[src/rtl/eth_fcs_pkg.sv]
package eth_fcs_pkg;

    localparam int CRC_W     = 32;
    localparam int BYTE_W    = 8;
    localparam int FCS_BYTES = CRC_W / BYTE_W;
    localparam int IDX_W     = $clog2(FCS_BYTES);

    localparam logic [CRC_W-1:0] CRC_POLY   = 32'h04C1_1DB7;
    localparam logic [CRC_W-1:0] CRC_PRESET = '1;

    typedef logic [CRC_W-1:0]  crc_t;
    typedef logic [BYTE_W-1:0] byte_t;

    typedef enum logic {PH_DATA, PH_TAIL} phase_e;

    typedef struct packed {
        logic  valid;
        logic  last;
        byte_t data;
    } beat_t;

    // Folds one octet into the register, bit 0 of the octet first;
    // unrolled into a single XOR network per clock.
    function automatic crc_t crc_fold_byte(crc_t c, byte_t d);
        crc_t r;
        logic fb;
        r = c;
        for (int i = 0; i < BYTE_W; i++) begin
            fb = r[CRC_W-1] ^ d[i];
            r  = {r[CRC_W-2:0], 1'b0};
            if (fb) r = r ^ CRC_POLY;
        end
        return r;
    endfunction

    function automatic byte_t rev_octet(byte_t b);
        byte_t r;
        for (int i = 0; i < BYTE_W; i++) r[i] = b[BYTE_W-1-i];
        return r;
    endfunction

    // Line byte k of the check sequence: top octet of the register first,
    // each one bit-reversed and inverted.
    function automatic byte_t fcs_line_byte(crc_t c, logic [IDX_W-1:0] k);
        byte_t oct;
        oct = c[CRC_W-1-BYTE_W*int'(k) -: BYTE_W];
        return ~rev_octet(oct);
    endfunction

endpackage

[src/rtl/fcs_crc_engine.sv]
module fcs_crc_engine
    import eth_fcs_pkg::*;
(
    input  logic  clk,
    input  logic  rst,
    input  logic  take,
    input  logic  restart,
    input  byte_t data,
    output crc_t  crc_q
);
    crc_t seed;
    crc_t crc_d;

    always_comb begin
        seed  = restart ? CRC_PRESET : crc_q;
        crc_d = crc_fold_byte(seed, data);
    end

    always_ff @(posedge clk) begin
        if (rst)       crc_q <= CRC_PRESET;
        else if (take) crc_q <= crc_d;
    end

    AST_IDLE_HOLDS_CRC: assert property (@(posedge clk) disable iff (rst)
        !take |=> $stable(crc_q));

endmodule

[src/rtl/fcs_tail_seq.sv]
module fcs_tail_seq
    import eth_fcs_pkg::*;
(
    input  logic   clk,
    input  logic   rst,
    input  logic   take,
    input  logic   end_i,
    input  byte_t  data,
    input  crc_t   crc_q,
    output beat_t  beat,
    output phase_e phase
);
    localparam logic [IDX_W-1:0] LAST_IDX = IDX_W'(FCS_BYTES - 1);

    logic [IDX_W-1:0] idx;

    always_ff @(posedge clk) begin
        if (rst) begin
            phase <= PH_DATA;
            idx   <= '0;
            beat  <= '0;
        end else begin
            case (phase)
                PH_DATA: begin
                    beat.valid <= take;
                    beat.last  <= 1'b0;
                    beat.data  <= data;
                    idx        <= '0;
                    if (take && end_i) phase <= PH_TAIL;
                end
                PH_TAIL: begin
                    beat.valid <= 1'b1;
                    beat.last  <= (idx == LAST_IDX);
                    beat.data  <= fcs_line_byte(crc_q, idx);
                    idx        <= idx + 1'b1;
                    if (idx == LAST_IDX) phase <= PH_DATA;
                end
                default: phase <= PH_DATA;
            endcase
        end
    end

    AST_LAST_HAS_VALID: assert property (@(posedge clk) disable iff (rst)
        beat.last |-> beat.valid);
    AST_LAST_SINGLE: assert property (@(posedge clk) disable iff (rst)
        beat.last |=> !beat.last);
    AST_TAIL_STEADY: assert property (@(posedge clk) disable iff (rst)
        (phase == PH_TAIL) |=> beat.valid);

endmodule

[src/rtl/eth_fcs_gen.sv]
module eth_fcs_gen
    import eth_fcs_pkg::*;
(
    input  logic       clk,
    input  logic       rst,
    input  logic       frame_start,
    input  logic       in_valid,
    input  logic [7:0] in_data,
    input  logic       in_end,
    output logic       in_ready,
    output logic       out_valid,
    output logic [7:0] out_data,
    output logic       out_last
);
    crc_t   crc_q;
    beat_t  beat;
    phase_e phase;
    logic   take;

    assign in_ready = (phase == PH_DATA);
    assign take     = in_valid && in_ready;

    fcs_crc_engine i_engine (
        .clk     (clk),
        .rst     (rst),
        .take    (take),
        .restart (frame_start),
        .data    (in_data),
        .crc_q   (crc_q)
    );

    fcs_tail_seq i_tail (
        .clk   (clk),
        .rst   (rst),
        .take  (take),
        .end_i (in_end),
        .data  (in_data),
        .crc_q (crc_q),
        .beat  (beat),
        .phase (phase)
    );

    assign out_valid = beat.valid;
    assign out_data  = beat.data;
    assign out_last  = beat.last;

    AST_READY_AFTER_LAST: assert property (@(posedge clk) disable iff (rst)
        out_last |-> in_ready);
    AST_TAIL_FREEZES_CRC: assert property (@(posedge clk) disable iff (rst)
        !in_ready |=> $stable(crc_q));

endmodule

[config.mk]
export PLATFORM = sky130hd
export DESIGN_NAME = eth_fcs_gen
export DESIGN_NICKNAME = d
export VERILOG_FILES = /design/src/rtl/eth_fcs_pkg.sv /design/src/rtl/fcs_crc_engine.sv /design/src/rtl/fcs_tail_seq.sv /design/src/rtl/eth_fcs_gen.sv
export SDC_FILE = /design/constraint.sdc
export NUM_CORES = 1
export LEC_CHECK = 0
export BUFFER_PORTS_ARGS = -buffer_cell sky130_fd_sc_hd__buf_2
export CAP_MARGIN = 20
export CORE_MARGIN = 4
export CORE_UTILIZATION = 48
export CTS_CLUSTER_DIAMETER = 100
export CTS_CLUSTER_SIZE = 16
export DETAILED_ROUTE_END_ITERATION = 10
export PLACE_DENSITY_LB_ADDON = 0.12
export SETUP_SLACK_MARGIN = 0.02
export SLEW_MARGIN = 20
export SYNTH_ARGS = -nofsm -noshare
export SYNTH_HDL_FRONTEND = slang
export SYNTH_SLANG_ARGS = --single-unit
[constraint.sdc]
create_clock -name clk -period 2.5 [get_ports clk]
set_input_delay 0.625 -clock clk [delete_from_list [all_inputs] [get_ports clk]]
set_output_delay 0.625 -clock clk [all_outputs]
set_load 0.05 [all_outputs]
==> results by stage, run 1 <==
Clocking:
- The count of H-tree levels built during CTS is 2.
- TritonCTS built the clock tree.
- The post-CTS repair timing setup buffer count is 0.
- The later pin in the worst-skew pair is clocked with a latency of 0.30 ns.
- The maximum buffer depth of the clock tree is 2.
- The clock net in this run drives a total of 45 sinks.
- The number of buffers inserted for hold repair after clock tree synthesis is 0.
- The clock input transition at the sequential cells of the worst setup and hold paths is ~0.080 ns.
- Clock tree synthesis selected as its root buffer the cell clkbuf_8.
- The total of cells resized after clock tree synthesis is 0.
- The CTS buffer count is 5.

Route:
- Summed over all layers, the routed wires come to just over 6000 um.
- After the first detailed-routing iteration, the DRC count stood at 120.
- The remaining antenna violation count is 0.
- The total vias in the final route is 2,011.
- The final routed wire length divided by cell count is roughly 16 um.
- The post-detailed-route DRC marker count is 0.
- Before antenna repair, the detailed router went through 4 iterations.
- The detail-routed via count per cell is ~5.3.

Die:
- After floorplanning, the core was divided into 26 placement rows.
- The number of primary I/O pins is 24.
- The die width is around 83 um.
- The floorplan step defined a die boundary enclosing 6850 um2.
- The starting density of the core is between 50% and 60%.
- The core region is 5270 um2.
- Measured along the y axis, the die boundary spans 82.7 um.

Flow run:
- The tool flagged a number of max-cap violations equal to 0.

Placement:
- The global placement routability congestion is a little over 0.8.
- Detailed placement finished with a half-perimeter wire length of around 4400 um.
- In this run the tool buffered the top-level ports with 23 buffer cells.

Global routing:
- The first global-routing pass estimated ~10,000 um of wire.
- The total global routing overflow is 0.
- In this run the most used layer during global routing was met1.
- The number of antenna violations at the first check in global routing came to 0.
- The total global routing track utilization is 20.7%.
- The global routing met1 resource utilization is a little under a third.
- The number of global-route vias before repair came to about 2,000.
- In the global route stage, met3 resource usage came out at under 10%.
- The met2 demand-to-capacity share in global routing is a little under a third.
- The largest net degree at the start of global routing is 37.

Power and ir drop:
- The leakage power is approximately 1.2 nW.
- Net switching is 35.9% of the power.
- The clock network fraction of total power is 18.3%.
- The internal power is between 1.5 and 2 mW.
- The power dissipated by switching net loads is 0.859 mW.
- The peak ir drop on the vdd network is about 0.3 mV.
- The share of power burned in registers is 38.4%.
- The share of total power in combinational logic is roughly 43%.
- The power per cell area is ~800 nW/um2.
- The total design power is roughly 2.4 mW.

Worst setup path:
- The largest stage delay on the critical path is about 0.63 ns.
- The library cell appearing most often on the critical path is xnor2_1.
- The critical path goes through buf_2 > xor2_1 > xnor3_1 > xnor2_1 > xnor2_1 > o21ai_1.
- The largest individual stage delay along the critical path comes from the cell xnor3_1.
- The critical path data arrival time is roughly 2.2 ns.
- The category of the critical setup timing path is input pin to register.
- The required time of the critical path is around 2.7 ns.
- The critical path capture point type is a register.
- The nature of the critical path startpoint is an input pin.
- The peak fanout along the critical path is 5.

Hold path:
- The path class of the tightest hold or removal check is register to register.

STA:
- The final hold violation count was 0.
- Setup repair after global routing left no endpoint under its margin.
- For this run, the top clock speed supported by timing is 0.502 GHz.
- The final worst-path cycle share is approximately four fifths.
- The max-slew headroom at the worst pin is between 50 and 60%.
- The clock arrives with 0.00767 ns of skew.
- For the finished layout, the period the worst path requires is around 2 ns.
- The number of pins with negative max-slew slack in the final report came to 0.
- Adding up every negative setup slack in the final design gives 0 ns.
- Setup violations remaining at the end of the flow were counted as 0.
- For the pin with the worst max-slew slack, the measured transition is 0.676 ns.

Cells and area:
- After the last flow step, the layout net total stands at 324.
- The area added between synthesis and finish is 11.4%.
- In the final layout, the share of cells above drive strength 1 is between 10% and 20%.
- The final-layout fill cell count is 494.
- The most frequent standard cell in the layout excluding fill and tap cells is xnor2_1.
- In the layout the commonest cells are xnor2_1 (56), nor2_1 (47), dfxtp_1 (45), nand2_1 (27), o211ai_1 (25).
- The total inserted antenna cells is 0.

Synthesis:
- Counting every instance in the synthesized netlist gives about 290.
- Counting every net in the synthesized netlist gives between 300 and 400.
- Summing every instance area after synthesis gives 2680 um2.
- In the synthesized netlist the dominant register cell turns out to be dfxtp_1.
- The share of the Yosys chip area taken by registers is ~34%.
- Yosys printed 0 warnings.
- After synthesis, the share of flip-flops with an asynchronous set or reset is 0%.
- The number of unique standard cell types used by synthesis is 27.
- Counting flops and latches in the post-synthesis netlist gives 45.
- Counting flops with a built-in enable in the synthesized netlist gives 0.
- The per-instance average area after synthesis is between 9 and 10 um2.

Status:
- The run finished with clean final reports.
[final timing paths]
path | from | cells after the start | end | slack [ns]
hold reg to reg | i_engine.crc_q[19] | 2 | i_engine.crc_q[19] | 0.50
hold / removal | i_engine.crc_q[19] | 2 | i_engine.crc_q[19] | 0.50
setup reg to reg | i_engine.crc_q[31] | 6 | i_engine.crc_q[5] | 0.53
setup / recovery | in_data[1] | 6 | i_engine.crc_q[11] | 0.51
[cells by family (layout without fill, tap and decap cells)]
group           Yosys count  count (layout)  share of synthesized area, %
flops                    45              45                          33.6
mux                       8               8                          6.86
xor+xnor                 82              82                          31.1
buf+inv                  23              46                          3.59
compound gates           44              44                          11.7
fa+ha+maj                 1               1                         0.467
simple gates             85              85                          12.7
[cell type report]
cell class	instances	area, um2	share of cell area, %
multi-input cells	220	1690	56.4
flip-flops and latches	45	901	30.2
repair buffers	36	225	7.54
well taps	70	87.6	2.93
clock buffers	8	80.1	2.68
inverters	2	7.51	0.251
[layer usage]
layer | share of wire [%] | vias to the layer above
met1 | 49 | 948
met5 | 0 | -
li1 | - | 1004
met2 | 44 | 48
met3 | 5.6 | 11
met4 | 2.0 | 0
[worst max-delay path: cells and delay by family]
family	cells	cell delay, ns
buffers and inverters	1	0.16
XOR/XNOR	4	1.32
AO/OA/AOI/OAI	1	0.06
[cells in the mapped netlist (3+ instances only)]
library cell	n	area share (%)
xnor2_2	6	3.6
a211oi_1	8	2.2
a21oi_1	5	0.93
nand2_1	28	3.9
xnor3_1	4	3.4
o211ai_1	25	7.0
mux4_2	7	5.9
xor2_1	14	4.6
dfxtp_1	45	34
nor3_1	3	0.56
o21ai_1	3	0.56
nor2_1	47	6.6
xnor2_1	56	18
clkbuf_1	15	2.1
[state kept, by name (all words and copies together), names as in the netlist]
| signal | flops |
|---|---|
| i_engine.crc_q | 32 |
| i_tail.idx | 2 |
| i_tail.beat | 10 |
| i_tail.phase | 1 |
[power by group through the flow]
stage                     sequential, mW  clock, mW  combinational, mW
after floorplan                    0.936          0              0.810
after global placement             0.934          0               1.03
after detailed placement           0.935          0               1.03
after CTS                          0.918      0.451               1.04
after global routing               0.932      0.474               1.15
final                              0.919      0.439               1.04
[per-stage QoR]
| stage | area (um2) | util (%) | setup slack, ns | std cells | hold WS, ns |
|---|---|---|---|---|---|
| after global placement | 2910 | 55.2 | 0.134 | 373 | 0.490 |
| after global routing | 2990 | 56.7 | 0.224 | 381 | 0.521 |
| after detailed placement | 2910 | 55.2 | 0.177 | 373 | 0.494 |
| after floorplan | 2680 | - | 0.396 | 288 | 0.464 |
| after CTS | 2990 | 56.7 | 0.488 | 381 | 0.506 |
| final | 2990 | 56.7 | 0.508 | 381 | 0.504 |
Power figures use the tool's default switching activity.
==> inputs of run 2 (changes only) <==
- clock period: 2.5 -> 1.8 ns (I/O delays scaled with it)
==> run 2 against run 1 <==
- critical path depth grew 2
- clock-buffer cell count shrank 3
- core utilization grew 12 points
- register-to-register slack lost 0.49 ns
- largest power group unchanged
==> results by stage, run 2 (synthesis results as in run 1) <==
Status:
- The flow ran to the end, and the final reports show no timing, DRC or antenna violations.

STA:
- The setup TNS after final layout is 0 ns.
- The worst pin sits at a relative slew slack of between 50 and 60%.
- The fmax is roughly 0.57 GHz.
- The smallest clock period supported by the final layout is computed as 1.76 ns.
- The final hold violation count is 0.
- The maximum clock skew at final layout is roughly 0.0036 ns.
- Setup repair after global routing could not meet its margin everywhere.
- The number of pins with negative max-slew slack in the final report was 0.
- Setup violations remaining at the end of the flow were counted as 0.
- The final critical path takes up 97.8% of the cycle.
- The transition time at the pin with the least slew margin is a little over 0.6 ns.

Worst setup path:
- The endpoint of the most critical register-to-register path is i_engine.crc_q[11].
- At the worst endpoint, the arrival time is approximately 1.9 ns.
- The peak fanout along the critical path is 5.
- The required time of the critical path is just under 2 ns.
- The critical path capture point type is a register.
- For flop-to-flop paths, the worst setup slack is roughly 0.04 ns.
- STA classifies the critical path startpoint as an input pin.
- In this run the worst setup path begins at frame_start.
- The end point of the critical path is i_engine.crc_q[11].
- The depth of the worst register-to-register path is 6.
- The category of the critical setup timing path is input pin to register.
- The start of the worst register-to-register path is i_engine.crc_q[27].

Power and ir drop:
- For this design the ratio of total power to cell area is 1090 nW/um2.
- Summed over all cells, the static leakage comes to approximately 1.5 nW.
- The peak ir drop on the vdd network is approximately 0.57 mV.

Clocking:
- The clock insertion delay at the later pin of the skew report is ~0.3 ns.
- Clock tree synthesis selected as its root buffer the cell clkbuf_8.
- The TritonCTS clock tree is done.
- No sink is reached through more buffers than the 2 on the longest clock path.
- After clock tree synthesis, the clock-pin slew on the worst setup and hold paths is 0.08 ns.
- The CTS buffer count is 5.
- The clock net in this run drives a total of 45 sinks.
- The H-tree was split into 2 levels.

Cells and area:
- The area added between synthesis and finish is 34.4%.
- The final-layout fill cell count is ~420.
- In the layout the commonest cells are buf_4 (53), xnor2_1 (44), nor2_1 (43), dfxtp_1 (40), nand2_1 (27).
- The number of antenna diodes in the final layout is 0.
- In the final design database the tool counted 370 nets.
- Once layout is done, the placed cells without fillers occupy about 3600 um2.
- The multi-input combinational cells in the finished layout cover a total of 1860 um2.
- The share of final-layout standard cells stronger than drive strength 1 is 37.1%.
- The most frequent standard cell in the layout excluding fill and tap cells is buf_4.
- Summing all flip-flop and latch instances after layout gives slightly above 900 um2.
- In the final layout, the registers with the most flip-flops are i_engine.crc_q: 32 flops, i_tail.beat: 10 flops, i_tail.idx: 2 flops.
- i_engine.crc_q holds more flip-flops than any other register.
- The register with the most flip-flops in the layout has 32 of them.

Global routing:
- The number of global-route vias before repair came to 2,053.
- The total overflow left after global routing is 0.
- For this run, the total global-route usage over all layers was measured as 21.4%.
- The wire length of the first global-routing pass is between 10,000 and 15,000 um.
- The number of antenna violations at the first check in global routing is 0.
- The largest net degree at the start of global routing is 30.

Flow run:
- The max-cap check violation count is 0.

Hold path:
- The worst hold path class is input pin to register.

Placement:
- The placed instances occupy a cell area of roughly 3200 um2.
- The number of input and output port buffers inserted is 23.
- The global placement routability congestion is between 0.7 and 0.8.
- The wire-length estimate of the detail-placed layout is about 4700 um.

Die:
- The die area is 6850 um2.
- The number of primary I/O pins is 24.
- The starting density of the core is roughly 50%.
- The cell row count is 26.
- The area of the placeable core is roughly 5300 um2.
- In this run the vertical extent of the chip is around 83 um.
- The die width is 82.7 um.

Route:
- The first routing iteration left roughly 140 violations.
- In the final routed layout, each cell accounts on average for approximately 16 um.
- For this run, the detailed router's first-pass iteration total came to 4.
- The remaining antenna violation count is 0.
- After detailed routing, the total wire length is just under 7000 um.
- The total vias in the final route is approximately 2,200.
- The post-detailed-route DRC marker count is 0.
- In the routed layout, each cell is associated on average with a via count of 5.21.
[run 2: worst min-delay path by stage]
stage | from | to | slack, ns | cells after the start
after CTS | in_end | i_tail.phase | 0.39 | 3
after global routing | in_end | i_tail.phase | 0.40 | 3
final | in_end | i_tail.phase | 0.39 | 3
after floorplan | i_engine.crc_q[11] | i_engine.crc_q[11] | 0.46 | 2
after global placement | i_engine.crc_q[2] | i_engine.crc_q[2] | 0.49 | 2
after detailed placement | i_engine.crc_q[23] | i_engine.crc_q[23] | 0.49 | 2
[run 2: layout make-up]
cell class,instances,area share [%]
repair buffers,82,17.6
clock inverters,2,0.972
inverters,2,0.208
flip-flops and latches,45,25.3
multi-input cells,220,51.6
well taps,70,2.43
clock buffers,5,1.91
[run 2: timing repair]
item | in CTS | in global routing
setup endpoints to repair | 10 | 12
hold buffers | 0 | 0
resized for setup | 5 | 30
pin swaps | 0 | 13
setup buffers | 0 | 9
[run 2: critical path, stage by stage]
cell and delay (ns):
buf_12 0.11, buf_8 0.12, nor2_4 0.11, xnor2_2 0.14, xnor3_2 0.52, xnor2_4 0.26
xnor2_2 0.14, o21ai_1 0.07
[run 2: metrics by stage]
stage	cells	worst slack, ns	total power [mW]	hold slack [ns]	utilization (%)
global placement	410	-0.214	2.95	0.486	61.7
floorplan	288	-0.0355	2.46	0.464	-
finish	426	0.0404	3.92	0.385	68.4
CTS	417	-0.0153	3.74	0.385	64.2
detailed placement	410	-0.212	2.97	0.492	61.7
global route	426	-0.0283	4.13	0.398	68.4
[run 2: per-layer routing]
layer  track usage (%)  wire length [um]
met2              32.9              3150
met5                 0                 0
met4              6.05               123
met1              30.2              3260
met3              4.66               335
[run 2: report_power, final]
group          internal [mW]  switching (mW)
Combinational           1.02           0.885
Clock                  0.404           0.348
Sequential              1.14           0.121
Total                   2.57            1.35
==> inputs of run 3 (changes only) <==
- BUFFER_PORTS_ARGS: -buffer_cell sky130_fd_sc_hd__buf_2 -> -buffer_cell sky130_fd_sc_hd__buf_4
==> run 3 against run 2 <==
- the run now ends with negative setup slack left
- routed wire length decreased by 3.2%
- cell area decreased by 4.5%
- first-iteration DRC count increased by 47%
- largest power group unchanged
- clock skew about the same
- combinational power decreased by 8%
- critical path depth unchanged
==> results by stage, run 3 (synthesis results as in run 1) <==
Cells and area:
- The number of antenna diodes in the final layout is 0.
- Leaving out fill and tap cells, the most frequent cells in the layout are buf_4 (61), xnor2_1 (48), nor2_1 (42), dfxtp_1 (41), nand2_1 (27).
- For this run, the share of the core covered by cells in the final layout is between 60 and 70%.
- In the final layout, the registers with the most flip-flops are i_engine.crc_q: 32 flops, i_tail.beat: 10 flops, i_tail.idx: 2 flops.
- The most frequent standard cell in the layout excluding fill and tap cells is buf_4.
- Counting flops per register, the top entry is i_engine.crc_q.
- The number of flip-flops in the largest register is 32.
- In the final design database the tool counted 354 nets.
- From synthesis to final layout, the design area changed by 28.3%.
- Cells with a size suffix above 1 make up between 30% and 40% of the layout.
- Excluding fillers, the count of instances in the completed layout stands at 411.

Die:
- For this design the top-level I/O count stands at 24.
- The area of the placeable core is around 5300 um2.
- The die area is 6850 um2.
- Once the floorplan was initialized, standard cells occupied approximately half of the core.
- In this run the vertical extent of the chip is between 80 and 90 um.
- The floorplan has 26 rows.
- The die width is 82.7 um.

Clocking:
- The tree is rooted in a clkbuf_8.
- TritonCTS built the clock tree.
- The clock input transition at the sequential cells of the worst setup and hold paths is about 0.09 ns.
- CTS built an H-tree with a depth of 2.
- The number of clock sinks is 45.
- Counting the buffers created by CTS gives 5.
- The clock insertion delay at the later pin of the skew report is around 0.3 ns.
- The clock passes through at most 2 buffers.

Route:
- Summed over all layers, the routed wires come to around 6700 um.
- The first routing iteration left roughly 200 violations.
- The remaining antenna violation count is 0.
- Using the TritonRoute via totals, the vias-per-cell ratio works out to roughly 5.3.
- Detailed routing inserted a total of between 2,000 and 2,500 vias.
- The final routed wire length divided by cell count is 16.2 um.
- The total iterations of the first detailed-routing run is 4.
- After detailed routing, the number of remaining DRC violations is 0.

Global routing:
- The first global-routing pass estimated 10,600 um of wire.
- The total global routing overflow is 0.
- The number of global-route vias before repair is about 2,000.
- The number of antenna violations at the first check in global routing is 0.
- The total global routing track utilization is between 20% and 30%.
- Entering global routing, the biggest net connects 62 pins.

Hold path:
- The end of the worst hold path is i_tail.beat[9].
- Along the worst hold path, the cell count comes to 3.
- The worst hold path begins at in_valid.
- The worst hold path class is input pin to register.

Worst setup path:
- For this run, the slowest stage of the critical path takes 0.49 ns.
- The endpoint identified for the worst register-to-register timing path is i_engine.crc_q[8].
- The category of the critical setup timing path is input pin to register.
- The worst setup path is captured at a register.
- Of all nets on the critical path, the largest fanout is 10.
- The cell type of the slowest stage on the worst timing path is xnor3_1.
- STA puts the critical path data arrival time at roughly 2.0 ns.
- The signal on the critical path passes through buf_6 > buf_6 > nor2_4 > xnor2_2 > xnor3_1 > xnor2_2 > xnor2_1 > o21ai_1.
- In this run the register-to-register setup slack is roughly 0.01 ns.
- The depth of the worst register-to-register path is 6.
- The worst setup path is launched from an input pin.
- The worst register-to-register path begins at i_engine.crc_q[27].
- STA puts the critical path data required time at 1.99 ns.

STA:
- In this run the tightest slew margin relative to its limit is 67.9%.
- The clock arrives with between 0.003 and 0.004 ns of skew.
- The number of pins with negative max-slew slack in the final report is 0.
- The transition time at the pin with the least slew margin is around 0.48 ns.
- Setup repair after global routing could not meet its margin everywhere.
- The final critical delay including setup and external delays is approximately 1.8 ns.
- Timing would allow up to 0.547 GHz.
- The final worst-path cycle share is 102%.
- The setup violation total in the final timing report is 2.
- The setup TNS after final layout is -0.0332 ns.
- The final hold violation count was 0.
- In the post-route analysis, the smallest setup slack over all paths is -0.0294 ns.

Status:
- The checks that failed: negative setup slack.
- The run finished, with violations left.

Power and ir drop:
- The analysis attributes to cell leakage a power of 1.41 nW.
- The worst-case IR drop observed on VDD is between 0.5 and 0.6 mV.
- Dividing total power by cell area gives a power density of 1110 nW/um2.

Placement:
- At the end of routability-driven placement, the weighted congestion stood at 0.829.
- The total half-perimeter wirelength after legalization and detailed placement is 4630 um.
- The cell count after placement is between 300 and 400.
- The setup slack at placement is -0.152 ns.
- Port buffering added 23 buffers.

Flow run:
- Across the run, the number of max-cap violations was 0.
-- run 3: through the flow --
| stage | instance area [um2] | power, mW | hold slack [ns] |
|---|---|---|---|
| global placement | 3220 | 2.93 | 0.486 |
| detailed placement | 3220 | 2.95 | 0.493 |
| floorplan | 2730 | 2.46 | 0.464 |
| finish | 3440 | 3.81 | 0.374 |
| global route | 3440 | 4.04 | 0.376 |
| CTS | 3360 | 3.75 | 0.372 |
-- run 3: timing repair --
item	CTS	global route
setup buffers	0	4
setup endpoints to repair	5	17
hold buffers	0	0
pin swaps	2	4
cloned	0	0
resized for setup	4	13
-- run 3: where the power goes --
part / total, mW / switching, mW / internal [mW]
clock: 0.778 / 0.362 / 0.416
sequential: 1.27 / 0.126 / 1.14
combinational: 1.76 / 0.833 / 0.932
total: 3.81 / 1.32 / 2.49
-- run 3: final cells by class --
cell class / instances / area, um2
fill: 445 / 1830
multi-input combinational: 220 / 1780
sequential: 45 / 906
timing repair buffer: 66 / 541
tap: 70 / 87.6
clock buffer: 5 / 68.8
clock inverter: 3 / 46.3
inverter: 2 / 7.51
-- run 3: layer usage --
metal | up-vias | global-route usage, % | share of wire [%]
met5 | - | 0 | 0
met4 | 0 | 6.70 | 1.6
met3 | 10 | 5.42 | 6.2
met2 | 56 | 31.7 | 46
met1 | 1034 | 30.0 | 46
li1 | 1069 | - | -
-- run 3: critical path, delay by kind of cell --
kind | cells | cell delay [ns]
xor+xnor | 4 | 1.13
buf+inv | 2 | 0.29
compound gates | 1 | 0.09
simple gates | 1 | 0.04
-- run 3: how the worst max path moves through the flow --
stage,start,endpoint,slack (ns),depth (start not counted)
global placement,in_data[1],i_engine.crc_q[11],-0.17,6
CTS,i_engine.crc_q[31],i_engine.crc_q[9],0.02,7
global route,i_engine.crc_q[31],i_engine.crc_q[9],-0.09,6
floorplan,frame_start,i_engine.crc_q[10],-0.04,7
finish,frame_start,i_engine.crc_q[8],-0.03,8
detailed placement,in_data[1],i_engine.crc_q[10],-0.15,6
